### src/rtl/cmplat_pkg.sv
`timescale 1ns/1ps
package cmplat_pkg;
   localparam int unsigned MIN_SYNC = 2;
   typedef struct packed {
      logic level;
      logic fall;
   } cmp_view_t;
endpackage

### src/rtl/cmplat_sync.sv
`timescale 1ns/1ps
module cmplat_sync
   import cmplat_pkg::*;
#(
   parameter int unsigned STAGES = 2,
   parameter logic        IDLE   = 1'b1
)(
   input  logic      clk,
   input  logic      rst_n,
   input  logic      raw_i,
   output cmp_view_t view_o
);
   localparam int unsigned LAST = STAGES - 1;

   logic [STAGES-1:0] chain_q;
   logic              prev_q;

   for (genvar gi = 0; gi < STAGES; gi++) begin : g_stage
      if (gi == 0) begin : g_first
         always_ff @(posedge clk or negedge rst_n) begin
            if (!rst_n) chain_q[0] <= IDLE;
            else        chain_q[0] <= raw_i;
         end
      end else begin : g_next
         always_ff @(posedge clk or negedge rst_n) begin
            if (!rst_n) chain_q[gi] <= IDLE;
            else        chain_q[gi] <= chain_q[gi-1];
         end
      end
   end

   always_ff @(posedge clk or negedge rst_n) begin
      if (!rst_n) prev_q <= IDLE;
      else        prev_q <= chain_q[LAST];
   end

   always_comb begin
      view_o.level = chain_q[LAST];
      view_o.fall  = prev_q & ~chain_q[LAST];
   end

   // a trip is a single-cycle event
   assert_single_trip_R11: assert property (@(posedge clk) disable iff (!rst_n)
      view_o.fall |=> !view_o.fall);
endmodule

### src/rtl/cmplat_hold.sv
`timescale 1ns/1ps
module cmplat_hold (
   input  logic clk,
   input  logic rst_n,
   input  logic level_i,
   input  logic latch_en,
   output logic pin_o
);
   logic en_q;
   logic held_q;
   logic release_w;

   assign release_w = en_q & ~latch_en;

   always_ff @(posedge clk or negedge rst_n) begin
      if (!rst_n) begin
         en_q   <= 1'b0;
         held_q <= 1'b0;
      end else begin
         en_q <= latch_en;
         if (release_w)                held_q <= 1'b0;
         else if (latch_en && !level_i) held_q <= 1'b1;
      end
   end

   assign pin_o = level_i & ~held_q;

   assert_hold_keeps_R4: assert property (@(posedge clk) disable iff (!rst_n)
      (held_q && latch_en) |=> (held_q || !latch_en));
   assert_released_R5: assert property (@(posedge clk) disable iff (!rst_n)
      ($past(!latch_en) && !latch_en) |-> !held_q);
   assert_follow_R3: assert property (@(posedge clk) disable iff (!rst_n)
      !held_q |-> (pin_o == level_i));
endmodule

### src/rtl/cmplat_flag.sv
`timescale 1ns/1ps
module cmplat_flag (
   input  logic clk,
   input  logic rst_n,
   input  logic fall_i,
   input  logic prof_en,
   input  logic rd_i,
   output logic flag_o
);
   logic set_w;
   assign set_w = fall_i & prof_en;

   always_ff @(posedge clk or negedge rst_n) begin
      if (!rst_n)     flag_o <= 1'b0;
      else if (set_w) flag_o <= 1'b1;
      else if (rd_i)  flag_o <= 1'b0;
   end

   assert_trip_sets_R7: assert property (@(posedge clk) disable iff (!rst_n)
      (fall_i && prof_en) |=> flag_o);
   assert_sticky_R7: assert property (@(posedge clk) disable iff (!rst_n)
      (flag_o && !rd_i) |=> flag_o);
   assert_read_clears_R8: assert property (@(posedge clk) disable iff (!rst_n)
      (rd_i && !(fall_i && prof_en)) |=> !flag_o);
   assert_no_profile_R10: assert property (@(posedge clk) disable iff (!rst_n)
      (!flag_o && !prof_en) |=> !flag_o);
endmodule

### src/rtl/cmplat_top.sv
`timescale 1ns/1ps
module cmplat_top
   import cmplat_pkg::*;
#(
   parameter int unsigned SYNC_STAGES = 2
)(
   input  logic clk,
   input  logic rst_n,
   input  logic cmp_raw,
   input  logic latch_en,
   input  logic prof_en,
   input  logic stat_rd,
   output logic pin_level,
   output logic stat_flag
);
   if (SYNC_STAGES < MIN_SYNC) begin : g_bad_sync
      $error("cmplat_top: SYNC_STAGES must be at least 2");
   end

   cmp_view_t view;

   cmplat_sync #(.STAGES(SYNC_STAGES), .IDLE(1'b1)) u_sync (
      .clk(clk), .rst_n(rst_n), .raw_i(cmp_raw), .view_o(view));

   cmplat_hold u_hold (
      .clk(clk), .rst_n(rst_n), .level_i(view.level),
      .latch_en(latch_en), .pin_o(pin_level));

   cmplat_flag u_flag (
      .clk(clk), .rst_n(rst_n), .fall_i(view.fall),
      .prof_en(prof_en), .rd_i(stat_rd), .flag_o(stat_flag));

   assert_trip_read_R9: assert property (@(posedge clk) disable iff (!rst_n)
      (view.fall && prof_en && stat_rd) |=> stat_flag);
endmodule

### config.mk
export PLATFORM = sky130hd
export DESIGN_NAME = cmplat_top
export DESIGN_NICKNAME = d
export VERILOG_FILES = /design/src/rtl/cmplat_pkg.sv /design/src/rtl/cmplat_sync.sv /design/src/rtl/cmplat_hold.sv /design/src/rtl/cmplat_flag.sv /design/src/rtl/cmplat_top.sv
export SDC_FILE = /design/constraint.sdc
export NUM_CORES = 1
export LEC_CHECK = 0
export ABC_AREA = 1
export CAP_MARGIN = 15
export CORE_AREA = 2 2 39 41
export CTS_CLUSTER_SIZE = 10
export DETAILED_ROUTE_END_ITERATION = 8
export DIE_AREA = 0 0 41 43
export PLACE_DENSITY = 0.33
export SLEW_MARGIN = 30
export SYNTH_ARGS = -nofsm -noshare
export SYNTH_HDL_FRONTEND = slang
export SYNTH_SLANG_ARGS = --single-unit
### constraint.sdc
create_clock -name clk -period 0.9 [get_ports clk]
set_clock_uncertainty 0.05 [all_clocks]
set_input_delay 0.18 -clock clk [delete_from_list [all_inputs] [get_ports clk]]
set_output_delay 0.18 -clock clk [all_outputs]
set_load 0.01 [all_outputs]
==> results.cfg, run 1 <==
[outcome]
outcome = finished, violations left
violations = negative setup slack

[logic_synthesis]
synth_largest_area_cell = dfstp_2
synth-seq-area-share_pct = 75.9
count_of_flip_flops_with_a_built_in_enable_after_synthesis = 0
synth.cells.most_frequent = inv_1 (5), nand2_1 (5), dfrtp_1 (3), dfstp_2 (3)
ys_seq_elements = 6
synth_ff_type = dfstp_2
synthArstFlopShare_pct = 100
ys_top_cells_by_area = dfstp_2 (39%), dfrtp_1 (37%), inv_1 (9.3%)
netlist_instances = 18
synthesis.area_per_instance_um2 = 11.3
synth.yosys.warnings = 0
synthesis.area_um2 = 203
synth_cell_type_count = 6
share_of_the_synthesized_area_in_the_top_cell_type_pct = 38.9
syn-num-nets = 24

[global_routing]
gr-usage-all-layers_pct = 5.45
antenna_found_initial = 0
grt_max_degree = 7
grt.overflow.total = 0
grt_first_pass_wirelength_um = 489
vias_in_the_first_global_route = 125

[cells_and_area]
layout.nets = 38
utilization_pct = 24.1
number_of_inserted_diodes = 0
drive_gt1_share_pct = 38.7
syn_to_final_growth_pct = 64.8

[timing]
tightestPinTransition_ps = 257
fin_tns_setup_ps = -473
setup_viol = 3
final.period_utilization_pct = 132
final_critical_path_setup_slack_ps = -292
post-route-min-period_ps = 1190
slew_viol_final = 0
highest_clock_rate_mhz = 839
timing.final.hold_violations = 0
relative_max_transition_margin_pct = 82.8
grt_setup_unrepaired = yes

[critical_path]
startpoint_type = flop
cp_num_buf_inv = 2
dominant_delay_contributor_by_cell_family_on_the_critical_path = flip-flops
arrival_time_reported_for_the_critical_path_endpoint_ps = 960
critPathMaxFanout = 2
crit_path_max_incr_delay_ps = 530
setup.worst_path.end_class = output port
critical_path_depth = 3
critPathKind = reg2out
reg2regPathDepth = 5
crit_start = u_sync.view_o[1]
cpMaxStageDelayCell = dfstp_2
crit-reg2reg-launch = u_sync.view_o[1]
worstPathCellList = nand2_2 > inv_2 > buf_6
required_ps = 670

[drt]
vias = 147
drt-vias-per-instance = 3.13
drc = 0
finalWirelength_um = 332
1st_iter_drt_viols = 0
wl_per_instance_um = 7.06
postRouteAntennaNets = 0
drt_pre_antenna_iters = 1

[floorplan]
die_height_um = 43
core_box_area_mm2 = 0.00138
num_rows = 14
num_io_pins = 8
dieWidth_um = 41
die-area_mm2 = 0.00176
initial_utilization_pct = 14.6

[clocking]
tritoncts = yes
hold_buffers = 0
clk_root_buffer_cell = clkbuf_4
clkTransAtPathRegs_ps = 50
cts-root-to-sink-buffers = 2
cts_max_level = 1
cts_made_buffers = 3
clk_latency_ps = 240
clock_sink_count = 6

[placed_design]
dp.final_hpwl_um = 252
port-buffer-count = 7
finalWeightedCongestion = 0.545

[power]
static-leakage-power_nw = 0.172
cellPowerDensity_mw_per_mm2 = 1920
ir_worst_vdd_v = 0.000481

[hold_path]
hp-class = in2async

[run]
number_of_max_cap_violations = 0
logic make-up (layout without fill, tap and decap cells):
family	Yosys count	in the layout	synth area share (%)
buffers and inverters	5	18	9.26
flip-flops	6	6	75.9
AND/OR/NAND/NOR	7	7	14.8
final timing paths:
kind	end	slack [ps]
max in group asynchronous	u_sync.prev_q	410
min reg2reg	u_sync.view_o[1]	300
max	pin_level	-290
min	u_hold.en_q	110
max reg2reg	u_flag.flag_o	-90
min in group clk	u_sync.chain_q[0]	290
layout by cell type, fill, tap and decap left out:
| cell | count |
|---|---|
| clkbuf_4 | 3 |
| clkbuf_1 | 1 |
| inv_2 | 1 |
| nand2_2 | 1 |
| buf_6 | 2 |
| clkdlybuf4s50_1 | 5 |
| buf_4 | 1 |
| buf_2 | 1 |
| dfstp_2 | 3 |
| nand2_1 | 5 |
| inv_1 | 4 |
| nand3_1 | 1 |
| dfrtp_1 | 3 |
sequential cells by signal, summed over array words and instances (netlist names):
signal          flops
u_flag.flag_o       1
u_hold.en_q         1
u_hold.held_q       1
u_sync.chain_q      1
u_sync.prev_q       1
u_sync.view_o       1
stage by stage:
| stage | worst slack, ps | power, mW | area [um^2] | cells | hold WS (ps) |
|---|---|---|---|---|---|
| 4_1_cts | -329 | 0.657 | 328 | 47 | 110 |
| 5_1_grt | -330 | 0.677 | 334 | 47 | 125 |
| 3_5_place_dp | -478 | 0.370 | 300 | 42 | 298 |
| 3_3_place_gp | -477 | 0.369 | 300 | 42 | 298 |
| 6_report | -292 | 0.641 | 334 | 47 | 109 |
| 2_1_floorplan | 15.3 | 0.323 | 203 | 18 | -166 |
layout make-up:
class                      instances  area, um^2
clock buffer                       4        26.3
fill                             155        1050
inverter                           5        18.8
multi-input combinational          7        30.0
sequential                         6         154
tap                               16        20.0
timing repair buffer               9        85.1
report_power, final:
group / leakage [nW] / internal (mW) / switching (mW) / total [mW]
combinational: 0.0894 / 0.0415 / 0.0263 / 0.0678
clock: 0.0150 / 0.168 / 0.105 / 0.273
sequential: 0.0675 / 0.293 / 0.00696 / 0.300
total: 0.172 / 0.503 / 0.138 / 0.641
routing by layer:
metal / up-vias / global-route usage, % / share of wire, %
met2: 5 / 5.94 / 55
met4: 0 / 12.0 / 3.6
met1: 63 / 3.59 / 35
met3: 2 / 3.14 / 6.0
li1: 77 / - / -
met5: - / 0 / 0
what timing repair did:
action / CTS / global route
hold endpoints to repair: 0 / 0
setup endpoints to repair: 3 / 3
gates resized for setup: 9 / 2
setup buffers: 1 / 0
pin swaps: 1 / 0
(Power assumes the default switching activity.)
==> run 2, diff against run 1 <==
- DONT_BUFFER_PORTS: unset -> 1
- PLACE_DENSITY: 0.33 -> 0.3
- SYNTH_HIERARCHICAL: unset -> 1
==> run 2 against run 1 <==
Against the previous run:
- the flow still finishes with violations (negative setup slack)
- clock-buffer cell count did not move
- non-clock buffer count decreased by 3
- hold slack lost 80 ps
- utilization decreased by 1.1 points
- power down 2.4%
- clock power is 3% lower
- sequential share of layout area increased by 2.2 points
- largest cell class unchanged
==> results.cfg, run 2 <==
[global_routing]
vias_in_the_first_global_route = 135
antenna_found_initial = 0
grt_first_pass_wirelength_um = 483
grt_max_degree = 7
grt.overflow.total = 0
gr-usage-all-layers_pct = 4.76

[cells_and_area]
final_cell_area_um2 = 319
syn_to_final_growth_pct = 48.3
layout_commonest_cell = nand2_1
layout.filler_cells = 157
number_of_inserted_diodes = 0
layout.nets = 36
most-common-layout-cells = nand2_1 (5), dlygate4sd3_1 (4), inv_1 (4)
drive_gt1_share_pct = 41.4

[floorplan]
core_box_area_mm2 = 0.00138
num_rows = 14
die-area_mm2 = 0.00176
die_height_um = 43
initial_utilization_pct = 15.6
num_io_pins = 8
dieWidth_um = 41

[logic_synthesis]
synth.cells.most_frequent = nand2_1 (6), inv_1 (5), dfrtp_1 (3), dfstp_2 (3)
synth.yosys.warnings = 6
synth-seq-area-share_pct = 71.5
netlist_instances = 20
count_of_flip_flops_with_a_built_in_enable_after_synthesis = 0
synthesis.area_per_instance_um2 = 10.8
ys_seq_elements = 6
synthArstFlopShare_pct = 100
synth_cell_type_count = 7
synthesis.area_um2 = 215
syn-num-nets = 26
share_of_the_synthesized_area_in_the_top_cell_type_pct = 36.6
synth_largest_area_cell = dfstp_2
synthMostInstantiatedCell = nand2_1
ys_top_cells_by_area = dfstp_2 (37%), dfrtp_1 (35%), nand2_1 (10%)
synth_ff_type = dfstp_2

[placed_design]
dp.final_hpwl_um = 254
finalWeightedCongestion = 0.628
port-buffer-count = 0
post-place-ws_ps = -11.3
placed_cell_areas_um2 = 233

[clocking]
clk_root_buffer_cell = clkbuf_4
cts_max_level = 1
clock_sink_count = 6
cts-root-to-sink-buffers = 2
cts_made_buffers = 3
tritoncts = yes
clk_latency_ps = 250
clkTransAtPathRegs_ps = 50

[drt]
wl_per_instance_um = 7.38
postRouteAntennaNets = 0
drt-vias-per-instance = 3.29
drt_pre_antenna_iters = 1
finalWirelength_um = 332
drc = 0
1st_iter_drt_viols = 0
vias = 148

[power]
cellPowerDensity_mw_per_mm2 = 1960
ir_worst_vdd_v = 0.000706
static-leakage-power_nw = 0.164

[run]
number_of_max_cap_violations = 0

[critical_path]
critPathMaxFanout = 2
cpMaxStageDelayCell = dfstp_2
worstPathCellList = nand2_4 > inv_4
critPathKind = reg2out
required_ps = 670
dominant_delay_contributor_by_cell_family_on_the_critical_path = flip-flops
cp_num_buf_inv = 1
setup.worst_path.end_class = output port
crit_path_max_incr_delay_ps = 550
arrival_time_reported_for_the_critical_path_endpoint_ps = 890
startpoint_type = flop

[timing]
setup_viol = 3
timing.final.hold_violations = 0
grt_setup_unrepaired = yes
highest_clock_rate_mhz = 891
relative_max_transition_margin_pct = 81.9
slew_viol_final = 0
post-route-min-period_ps = 1120
tightestPinTransition_ps = 270
final.period_utilization_pct = 125
final_critical_path_setup_slack_ps = -222
hold-worst-slack_ps = 29.8

[outcome]
outcome = finished, violations left
violations = negative setup slack

[hold_path]
hp-class = in2reg
## run 2: cell types whose count changed after synthesis
cell | previous run | this run
buf_4 | 0 | 1
nand2_1 | 5 | 6
nand3_1 | 1 | 0
nor2_2 | 0 | 1
## run 2: through the flow
step           power (mW)  cells  utilization, %  TNS [ps]
2_1_floorplan       0.334     20               -     -65.8
3_3_place_gp        0.333     35            16.8     -1.92
3_5_place_dp        0.335     35            16.8     -11.3
4_1_cts             0.644     45            22.9      -360
5_1_grt             0.664     45            23.1      -428
6_report            0.626     45            23.1      -333
## run 2: cell families after synthesis
kind of cell | Yosys count | synth area share, %
buf+inv | 6 | 12.2
flops | 6 | 71.5
simple gates | 8 | 16.3
## run 2: worst min-delay path, stage by stage
cell     delay, ps
inv_1           20
nand2_1         40
nand2_1         40
## run 2: per-layer routing
| layer | GRT usage [%] | part of all wire, % |
|---|---|---|
| met4 | 2.00 | 0 |
| met1 | 3.97 | 40 |
| met2 | 5.94 | 45 |
| met5 | 0 | 0 |
| met3 | 6.81 | 15 |
## run 2: worst paths after layout
path	from	to	slack, ps	cells after the start
worst min register to register	u_sync/chain_q[0]	u_sync/view_o[1]	300	0
worst min-delay path	stat_rd	u_flag/flag_o	30	3
worst max-delay path	u_sync/view_o[1]	pin_level	-220	2
min in group asynchronous	rst_n	u_hold/held_q	190	1
worst max register to register	u_sync/view_o[1]	u_hold/held_q	-70	4
max in group asynchronous	rst_n	u_sync/view_o[1]	330	1
## run 2: timing repair
item,in CTS,in global routing
buffers inserted,2,0
hold endpoints to repair,10,0
gates resized for setup,1,1
pin swaps,0,0
hold buffers,4,0
setup endpoints to repair,2,4
## run 2: final cells by class
class	count	area, um^2	area share (%)
clock buffers	4	26.3	8.24
inverters	5	21.3	6.67
multi-input cells	8	42.5	13.3
flip-flops and latches	6	154	48.2
well taps	16	20.0	6.27
repair buffers	6	55.1	17.3
## run 2: where the power goes
| part | internal (mW) | switching (mW) |
|---|---|---|
| logic | 0.0292 | 0.0270 |
| clock network | 0.168 | 0.0979 |
| registers | 0.293 | 0.0104 |
==> run 3, diff against run 2 <==
- PLACE_DENSITY: 0.3 -> unset
- TNS_END_PERCENT: unset -> 20
==> run 3 against run 2 <==
Against the previous run:
- the run still ends with negative setup slack left
- worst setup slack worse by 8.5 ps
- maximum frequency is 0.75% lower
- combinational power is 10% lower
- cell count is 2.2% lower
- largest cell class unchanged
==> results.cfg, run 3 (same netlist as run 2, synthesis figures left out) <==
[drt]
drt-vias-per-instance = 3.18
drc = 0
finalWirelength_um = 316
1st_iter_drt_viols = 0
vias = 140
drt_pre_antenna_iters = 1
wl_per_instance_um = 7.18
postRouteAntennaNets = 0

[clocking]
clk_latency_ps = 240
cts-root-to-sink-buffers = 2
cts_max_level = 1
tritoncts = yes
clock_sink_count = 6
clk_root_buffer_cell = clkbuf_4
clkTransAtPathRegs_ps = 50
cts_made_buffers = 3

[power]
power.switching_fraction_pct = 22.0
p_switching_uw = 137
clockPowerShare_pct = 43.4
internal_power_uw = 486
cellPowerDensity_mw_per_mm2 = 2020
share_seq_of_total_power_pct = 48.6
static-leakage-power_nw = 0.159
ir_worst_vdd_v = 0.000736
p_comb_share_pct = 8.1

[global_routing]
antenna_found_initial = 0
grt.overflow.total = 0
grt_max_degree = 7
gr-usage-all-layers_pct = 5.36
vias_in_the_first_global_route = 145
grt_first_pass_wirelength_um = 545

[hold_path]
hp-class = in2reg

[placed_design]
port-buffer-count = 0
finalWeightedCongestion = 0.621
placed_cell_areas_um2 = 233
placedCellCount = 35

[floorplan]
die-area_mm2 = 0.00176
initial_utilization_pct = 15.6
die_height_um = 43
core_box_area_mm2 = 0.00138
num_io_pins = 8
dieWidth_um = 41
num_rows = 14

[cells_and_area]
utilization_pct = 22.3
post_layout_nonfiller_instances = 44
layout_commonest_cell = nand2_1
most-common-layout-cells = nand2_1 (6), dlygate4sd3_1 (4), inv_1 (4)
layout.filler_cells = 149
layout.nets = 35
final_cell_area_um2 = 309
number_of_inserted_diodes = 0
drive_gt1_share_pct = 35.7
syn_to_final_growth_pct = 43.6

[timing]
slew_viol_final = 0
fin_tns_setup_ps = -278
post-route-min-period_ps = 1130
setup_viol = 2
final_critical_path_setup_slack_ps = -230
timing.final.hold_violations = 0
grt_setup_unrepaired = yes
tightestPinTransition_ps = 272
relative_max_transition_margin_pct = 81.8
final.period_utilization_pct = 126
highest_clock_rate_mhz = 885

[critical_path]
critPathMaxFanout = 2
setup.worst_path.end_class = output port
critPathKind = reg2out
required_ps = 670
startpoint_type = flop
arrival_time_reported_for_the_critical_path_endpoint_ps = 900

[outcome]
violations = negative setup slack
outcome = finished, violations left

[run]
number_of_max_cap_violations = 0
==> run 3: stage by stage <==
stage               setup WS, ps  hold WS (ps)  total power [mW]
floorplan                  -48.5          -166             0.334
global placement           -2.78          -165             0.333
detailed placement         -8.36          -165             0.334
CTS                         -248          20.6             0.637
global route                -275          30.3             0.662
finish                      -230          26.4             0.623
==> run 3: path summary, 6_finish.rpt <==
kind	start	endpoint	slack, ps	depth (start not counted)
max in group asynchronous	rst_n	u_sync/chain_q[0]	330	1
setup / recovery	u_sync/view_o[1]	pin_level	-230	2
hold reg to reg	u_sync/chain_q[0]	u_sync/view_o[1]	300	0
hold / removal	stat_rd	u_flag/flag_o	30	3
setup reg to reg	u_sync/view_o[1]	u_flag/flag_o	-50	4
min in group asynchronous	rst_n	u_flag/flag_o	190	1
==> run 3: final cells by class <==
type / instances / area, um^2 / share of cell area (%)
Clock buffer: 4 / 26.3 / 8.50
Inverter: 5 / 21.3 / 6.88
Multi-Input combinational cell: 8 / 40.0 / 13.0
Sequential cell: 6 / 154 / 49.8
Tap cell: 16 / 20.0 / 6.48
Timing Repair Buffer: 5 / 47.5 / 15.4
==> run 3: layer usage <==
layer | up-vias | track usage [%] | part of all wire (%)
li1 | 70 | - | -
met2 | 7 | 6.56 | 46
met1 | 63 | 4.61 | 46
met3 | 0 | 7.85 | 8.2
met4 | 0 | 2.00 | 0
met5 | - | 0 | 0
==> run 3: critical path: stages (launching register included) <==
cell,delay [ps]
dfstp_2,550
nand2_4,60
inv_4,50
==> run 3: what timing repair did <==
action	in CTS	in global routing
setup endpoints to repair	1	4
endpoints found under the hold margin	10	0
setup buffers	1	0
resized for setup	1	0
hold buffers	4	0
==> run 3: power groups by stage <==
| stage | Clock, mW | Combinational (mW) | Sequential, mW |
|---|---|---|---|
| floorplan | 0 | 0.0287 | 0.306 |
| global placement | 0 | 0.0250 | 0.308 |
| detailed placement | 0 | 0.0260 | 0.308 |
| CTS | 0.282 | 0.0517 | 0.303 |
| global route | 0.300 | 0.0570 | 0.305 |
| finish | 0.270 | 0.0503 | 0.303 |
